**src/rtl/trc_pkg.sv**
```systemverilog
`timescale 1ns/1ps
package trc_pkg;
  typedef enum logic [2:0] {
    ST_IDLE  = 3'd0,
    ST_FILL  = 3'd1,
    ST_ARMED = 3'd2,
    ST_POST  = 3'd3,
    ST_DONE  = 3'd4
  } rec_state_e;
endpackage

```
**src/rtl/trc_rst_sync.sv**
```systemverilog
`timescale 1ns/1ps
module trc_rst_sync #(
  parameter int STAGES = 2
) (
  input  logic clk,
  input  logic rst_n,
  output logic rst_n_sync
);
  logic [STAGES-1:0] chain;

  always_ff @(posedge clk or negedge rst_n) begin
    if (!rst_n) chain <= '0;
    else        chain <= {chain[STAGES-2:0], 1'b1};
  end

  assign rst_n_sync = chain[STAGES-1];
endmodule

```
**src/rtl/trc_decimator.sv**
```systemverilog
`timescale 1ns/1ps
module trc_decimator #(
  parameter int DEC_W = 5
) (
  input  logic             clk,
  input  logic             rst_n,
  input  logic             restart,
  input  logic [DEC_W-1:0] cfg_dec,
  input  logic             in_valid,
  output logic             kept
);
  logic [DEC_W-1:0] dec_q, dec_d;
  logic [DEC_W-1:0] phase_q, phase_d;
  logic [DEC_W-1:0] dec_eff;

  always_comb begin
    dec_eff = (dec_q == '0) ? DEC_W'(1) : dec_q;
    kept    = in_valid && (phase_q == '0);
    dec_d   = dec_q;
    phase_d = phase_q;
    if (restart) begin
      dec_d   = cfg_dec;
      phase_d = '0;
    end else if (in_valid) begin
      if (phase_q + DEC_W'(1) >= dec_eff) phase_d = '0;
      else                                phase_d = phase_q + DEC_W'(1);
    end
  end

  always_ff @(posedge clk or negedge rst_n) begin
    if (!rst_n) begin
      dec_q   <= DEC_W'(1);
      phase_q <= '0;
    end else begin
      dec_q   <= dec_d;
      phase_q <= phase_d;
    end
  end
endmodule

```
**src/rtl/trc_history.sv**
```systemverilog
`timescale 1ns/1ps
module trc_history #(
  parameter int DATA_W = 16,
  parameter int DEPTH  = 128,
  localparam int AW    = $clog2(DEPTH)
) (
  input  logic              clk,
  input  logic              rst_n,
  input  logic              wr_en,
  input  logic [DATA_W-1:0] wr_data,
  input  logic [AW-1:0]     lag,
  output logic [DATA_W-1:0] rd_data
);
  logic [DATA_W-1:0] mem [DEPTH];
  logic [AW-1:0]     wptr_q, wptr_d;
  logic [AW-1:0]     rd_addr;

  always_comb begin
    wptr_d  = wr_en ? wptr_q + AW'(1) : wptr_q;
    rd_addr = wptr_q - lag;
  end

  generate
    if (DEPTH > 1) begin : g_lagged
      assign rd_data = (lag == '0) ? wr_data : mem[rd_addr];
    end else begin : g_direct
      assign rd_data = wr_data;
    end
  endgenerate

  always_ff @(posedge clk or negedge rst_n) begin
    if (!rst_n) wptr_q <= '0;
    else        wptr_q <= wptr_d;
  end

  always_ff @(posedge clk) begin
    if (wr_en) mem[wptr_q] <= wr_data;
  end
endmodule

```
**src/rtl/trc_fsm.sv**
```systemverilog
`timescale 1ns/1ps
module trc_fsm
  import trc_pkg::*;
#(
  parameter int PRE_W  = 7,
  parameter int POST_W = 16,
  parameter int TOT_W  = 17
) (
  input  logic              clk,
  input  logic              rst_n,
  input  logic              arm,
  input  logic              trig,
  input  logic              kept,
  input  logic [PRE_W-1:0]  cfg_pre,
  input  logic [POST_W-1:0] cfg_post,
  output logic              restart,
  output logic              emit,
  output logic              first,
  output logic              last,
  output rec_state_e        state,
  output logic [PRE_W-1:0]  pre_q,
  output logic [TOT_W-1:0]  tot_q
);
  rec_state_e        state_d;
  logic              pend_q, pend_d;
  logic [PRE_W-1:0]  fill_q, fill_d;
  logic [TOT_W-1:0]  beat_q, beat_d;
  logic [TOT_W-1:0]  beat_idx;
  logic [POST_W-1:0] post_eff;
  logic              start;

  always_comb begin
    restart  = arm && (state == ST_IDLE || state == ST_DONE);
    start    = (state == ST_ARMED) && kept && (trig || pend_q);
    emit     = start || ((state == ST_POST) && kept);
    first    = start;
    beat_idx = start ? '0 : beat_q;
    last     = emit && (beat_idx == tot_q - TOT_W'(1));
    post_eff = (cfg_post == '0) ? POST_W'(1) : cfg_post;

    state_d = state;
    case (state)
      ST_IDLE:  if (restart) state_d = ST_FILL;
      ST_FILL:  if (fill_q == pre_q) state_d = ST_ARMED;
      ST_ARMED: if (start) state_d = last ? ST_DONE : ST_POST;
      ST_POST:  if (last) state_d = ST_DONE;
      ST_DONE:  if (restart) state_d = ST_FILL;
      default:  state_d = ST_IDLE;
    endcase

    pend_d = (state == ST_ARMED) ? ((pend_q || trig) && !start) : 1'b0;

    fill_d = fill_q;
    if (restart) fill_d = '0;
    else if ((state == ST_FILL) && kept && (fill_q != pre_q)) fill_d = fill_q + PRE_W'(1);

    beat_d = beat_q;
    if (start) beat_d = TOT_W'(1);
    else if ((state == ST_POST) && kept) beat_d = beat_q + TOT_W'(1);
  end

  always_ff @(posedge clk or negedge rst_n) begin
    if (!rst_n) begin
      state  <= ST_IDLE;
      pend_q <= 1'b0;
      fill_q <= '0;
      beat_q <= '0;
      pre_q  <= '0;
      tot_q  <= TOT_W'(1);
    end else begin
      state  <= state_d;
      pend_q <= pend_d;
      fill_q <= fill_d;
      beat_q <= beat_d;
      if (restart) begin
        pre_q <= cfg_pre;
        tot_q <= TOT_W'(cfg_pre) + TOT_W'(post_eff);
      end
    end
  end
endmodule

```
**src/rtl/trig_record_ctrl.sv**
```systemverilog
`timescale 1ns/1ps
module trig_record_ctrl
  import trc_pkg::*;
#(
  parameter int  DATA_W = 16,
  parameter int  DEPTH  = 128,
  parameter int  POST_W = 16,
  parameter int  DEC_W  = 5,
  localparam int PRE_W  = $clog2(DEPTH),
  localparam int TOT_W  = ((PRE_W > POST_W) ? PRE_W : POST_W) + 1
) (
  input  logic              clk,
  input  logic              rst_n,
  input  logic              arm,
  input  logic [PRE_W-1:0]  cfg_pre,
  input  logic [POST_W-1:0] cfg_post,
  input  logic [DEC_W-1:0]  cfg_dec,
  input  logic              in_valid,
  input  logic [DATA_W-1:0] in_data,
  input  logic              trig,
  output logic              out_valid,
  output logic [DATA_W-1:0] out_data,
  output logic              out_sor,
  output logic              out_eor
);
  logic              rst_n_sync;
  logic              kept;
  logic              restart;
  logic              emit;
  logic              first;
  logic              last;
  rec_state_e        state;
  logic [PRE_W-1:0]  pre_q;
  logic [TOT_W-1:0]  tot_q;
  logic [DATA_W-1:0] hist_data;

  trc_rst_sync #(.STAGES(2)) u_rst (
    .clk        (clk),
    .rst_n      (rst_n),
    .rst_n_sync (rst_n_sync)
  );

  trc_decimator #(.DEC_W(DEC_W)) u_dec (
    .clk      (clk),
    .rst_n    (rst_n_sync),
    .restart  (restart),
    .cfg_dec  (cfg_dec),
    .in_valid (in_valid),
    .kept     (kept)
  );

  trc_history #(.DATA_W(DATA_W), .DEPTH(DEPTH)) u_hist (
    .clk     (clk),
    .rst_n   (rst_n_sync),
    .wr_en   (kept),
    .wr_data (in_data),
    .lag     (pre_q),
    .rd_data (hist_data)
  );

  trc_fsm #(.PRE_W(PRE_W), .POST_W(POST_W), .TOT_W(TOT_W)) u_fsm (
    .clk      (clk),
    .rst_n    (rst_n_sync),
    .arm      (arm),
    .trig     (trig),
    .kept     (kept),
    .cfg_pre  (cfg_pre),
    .cfg_post (cfg_post),
    .restart  (restart),
    .emit     (emit),
    .first    (first),
    .last     (last),
    .state    (state),
    .pre_q    (pre_q),
    .tot_q    (tot_q)
  );

  always_ff @(posedge clk or negedge rst_n_sync) begin
    if (!rst_n_sync) begin
      out_valid <= 1'b0;
      out_sor   <= 1'b0;
      out_eor   <= 1'b0;
      out_data  <= '0;
    end else begin
      out_valid <= emit;
      out_sor   <= first;
      out_eor   <= last;
      if (emit) out_data <= hist_data;
    end
  end
endmodule

```
**config.mk**
```make
export PLATFORM = sky130hd
export DESIGN_NAME = trig_record_ctrl
export DESIGN_NICKNAME = d
export VERILOG_FILES = /design/src/rtl/trc_pkg.sv /design/src/rtl/trc_rst_sync.sv /design/src/rtl/trc_decimator.sv /design/src/rtl/trc_history.sv /design/src/rtl/trc_fsm.sv /design/src/rtl/trig_record_ctrl.sv
export SDC_FILE = /design/constraint.sdc
export NUM_CORES = 2
export LEC_CHECK = 0
export CAP_MARGIN = 20
export CELL_PAD_IN_SITES_DETAIL_PLACEMENT = 1
export CELL_PAD_IN_SITES_GLOBAL_PLACEMENT = 2
export CORE_ASPECT_RATIO = 0.8
export CORE_MARGIN = 2
export CORE_UTILIZATION = 45
export DETAILED_ROUTE_END_ITERATION = 12
export GPL_TIMING_DRIVEN = 0
export PLACE_DENSITY_LB_ADDON = 0.1
export REMOVE_ABC_BUFFERS = 1
export SLEW_MARGIN = 20
export SYNTH_ARGS = -nofsm -noshare
export SYNTH_HDL_FRONTEND = slang
export SYNTH_SLANG_ARGS = --single-unit
export TNS_END_PERCENT = 50
```
**constraint.sdc**
```tcl
create_clock -name clk -period 2.6 [get_ports clk]
set_input_delay 0.26 -clock clk [delete_from_list [all_inputs] [get_ports clk]]
set_output_delay 0.26 -clock clk [all_outputs]
set_load 0.02 [all_outputs]
```
==> results.cfg <==
[floorplan]
die_x_um = 489
rows = 142
start_util = 0.452
core_um2 = 187000
die_height_um = 392
ioPinCount = 68
dieArea_um2 = 191000

[finish]
area_growth_pct = 23.3
layout_commonest_cell = edfxtp_1
final_cell_mix = 2048 x edfxtp_1, 529 x mux4_2, 433 x nand2_1
final_layout_size_suffix_gt1_frac = 0.325
final_nets = 5054
final_cells = 7682

[logic_synthesis]
synthAdderAreaFrac = 0.00402
synth_xor_xnor_area_share = 0.00836
ys_types = 73
syn_avg_cell_area_um2 = 19.1
yosysTopAreaCellShare = 0.727
synth_top_family_by_area = multiplexers
synth_warnings = 0
syn_inst = 4423
ys.flop_type = edfxtp_1
yosysTopAreaCell = edfxtp_1
yosys_register_bits = 2138
ys_seq_area_frac = 0.754
synthArstFlopShare = 0.0421
synth_edf_count = 2048
synth_simple_gate_area_frac = 0.0542
synthTopCellsByArea = edfxtp_1 73%, mux4_2 14%, dfrtp_1 2.6%
synth_area_um2 = 84600
synth_compound_area_frac = 0.0201
synth.area.mux_share = 0.146

[detailed_routing]
wirelength_um = 239000
drtAntennaViolNets = 0
wl_met1_um = 106000
highest_layer = met5
drc = 0
wl_per_cell_um = 31.1
routed-wl-met3_um = 13800
dr.pass1.iters = 5
viasPerCell = 5.86
drtIter0Drc = 4361
wl_met2_um = 113000
num_vias = 45000

[global_routing]
grt_pass1_wl_um = 344000
antenna_found_initial = 4
grt_max_degree = 90
grt_pass1_vias = 46400
grtUsageTotal = 0.250
overflow = 0

[critical_path]
path_max_fanout = 11
crit_buf_inv = 4
worstRegToRegCells = 14
critPathSlowestCell = a2111oi_4
critPathRequiredTime_ps = 3380
end_kind = flip-flop
rrSetupSlack_ps = -1270
cp_cell_sequence = inv_4 > ha_4 > inv_2 > fa_4 > a211o_1 > a2111o_1 > o211a_4 > xnor2_4 > buf_12 > buf_6 > a2111oi_4 > a21oi_4 > a31o_4 > a21oi_1
crit_type = reg2reg
r2r_end = out_data[0]$_DFFE_PN0P_
path_delay_family = compound AO/OA/AOI/OAI gates
cp_data_arrival_time_ps = 4650
cpPeakStageDelay_ps = 510
reg2reg_from = u_hist.wptr_q[0]$_DFFE_PN0P_
start_kind = flip-flop

[hold_path]
whs_path_depth = 3
worstHoldEndpoint = u_fsm.tot_q[7]$_DFFE_PN0P_
hp-class = in2reg
min_from = cfg_post[7]

[timing]
hold_violations = 1
worst_pin_slew_ps = 873
drv_slew = 0
slew-limit-headroom = 0.412
period_minus_slack_ps = 3870
hold_ws_ps = -18.4
grt_setup_unrepaired = yes
setup_slack_ps = -1270
fmax_ghz = 0.258
setup_viol = 154
clock_skew_ps = 57.7
min_period_over_period = 1.49

[cts]
clk_latency_ps = 870
numCtsBuffers = 207
clk_pin_slew_worst_paths_ps = 70
cts_tree = yes
cts_root_buf = clkbuf_16
cts_buffer_depth = 3
cts_sinks = 2138
cts.htree.levels = 4

[status]
status = finished, violations left
violations = hold timing, setup timing

[placed_design]
placedCellCount = 6958
portBuffers = 67
dpl_worst_slack_ps = -2710
place_congestion = 0.750
hpwlAfterDp_um = 143000

[flow_run]
max-cap-violations = 0
-- repair_timing --
item	in CTS	in global routing
gates cloned	23	2
hold buffers	22	7
pin swaps	107	71
buffers inserted	175	103
endpoints found under the hold margin	823	8
gates resized for setup	252	107
setup endpoints to repair	2102	1448
-- worst min-delay path, delay by kind of cell --
kind	cells	cell delay (ps)
xor+xnor	1	190
buf+inv	1	230
compound gates	1	80
-- registers in the layout (all words and copies together), names as in the netlist --
signal         flops
u_fsm.fill_q       7
u_fsm.pend_q       1
out_eor            1
u_fsm.beat_q      17
u_hist.wptr_q      7
u_dec.phase_q      5
u_fsm.tot_q       17
u_fsm.state        3
u_fsm.pre_q        7
u_dec.dec_q        5
out_data          16
u_rst.chain        2
u_hist.mem      2048
out_valid          1
out_sor            1
-- cells in the mapped netlist, types with 3 or more instances --
cell	instances
buf_2	74
and4_1	3
nor2b_1	7
nand3b_1	3
nor2_1	243
xor2_1	30
o22ai_1	19
mux4_2	529
o211ai_1	10
and3_1	13
mux2i_1	39
or4_1	3
ha_1	24
a21o_1	9
xnor2_1	47
nor4_2	3
a21oi_1	138
inv_1	23
o21ai_0	54
a31o_2	6
or3_1	6
dfrtp_1	88
nand2b_1	9
o31a_1	3
nor4_1	22
nor3_1	59
nand4_1	21
a2111oi_0	8
edfxtp_1	2048
nand2_1	450
clkbuf_1	158
nand3_1	187
o21a_1	3
buf_1	21
nor3b_1	6
a211oi_1	3
-- kinds of logic (layout without fill, tap and decap cells) --
logic type / Yosys count / in the layout
muxes: 570 / 570
AOI/OAI and AO/OA: 284 / 284
adders and majority gates: 26 / 26
xor gates and xnor gates: 79 / 79
buffers and inverters: 279 / 1016
DFF: 2138 / 2138
and+or+nand+nor: 1046 / 1047
other: 1 / 2
-- layout make-up --
class	count	area, um^2
fillers	16200	82600
inverters	23	106
well taps	2520	3150
repair buffers	600	8780
multi-input cells	2007	21800
clock buffers	263	5490
diodes	1	2.50
repair inverters	2	11.3
flip-flops and latches	2138	63800
clock inverters	128	1100
-- worst max-delay path by stage --
stage	from	to	slack, ps	cells after the start
5_1_grt	u_hist.wptr_q[0]$_DFFE_PN0P_	out_data[1]$_DFFE_PN0P_	-1320	15
4_1_cts	u_hist.wptr_q[0]$_DFFE_PN0P_	out_data[4]$_DFFE_PN0P_	-1250	13
6_report	u_hist.wptr_q[0]$_DFFE_PN0P_	out_data[0]$_DFFE_PN0P_	-1270	14
2_1_floorplan	u_hist.wptr_q[0]$_DFFE_PN0P_	out_data[4]$_DFFE_PN0P_	-19670	9
3_5_place_dp	u_hist.wptr_q[0]$_DFFE_PN0P_	out_data[0]$_DFFE_PN0P_	-2710	14
3_3_place_gp	u_hist.wptr_q[0]$_DFFE_PN0P_	out_data[14]$_DFFE_PN0P_	-32930	11
-- per-stage QoR --
| stage | utilization | TNS (ps) | area [um^2] |
|---|---|---|---|
| after CTS | 0.548 | -186970 | 102000 |
| final | 0.558 | -26020 | 104000 |
| after global routing | 0.558 | -42810 | 104000 |
| after global placement | 0.467 | - | 87300 |
| after detailed placement | 0.492 | -2149090 | 91900 |
| after floorplan | - | -839110 | 83500 |
-- metal layers --
layer	GRT usage	up-vias
li1	-	19000
met1	0.372	24500
met2	0.390	1287
met3	0.0438	297
met4	0.0560	2
met5	0	-
Power is left out: the tool's default activity adds up to more than one toggle a clock period on the data nets, which glitch-free logic cannot reach.
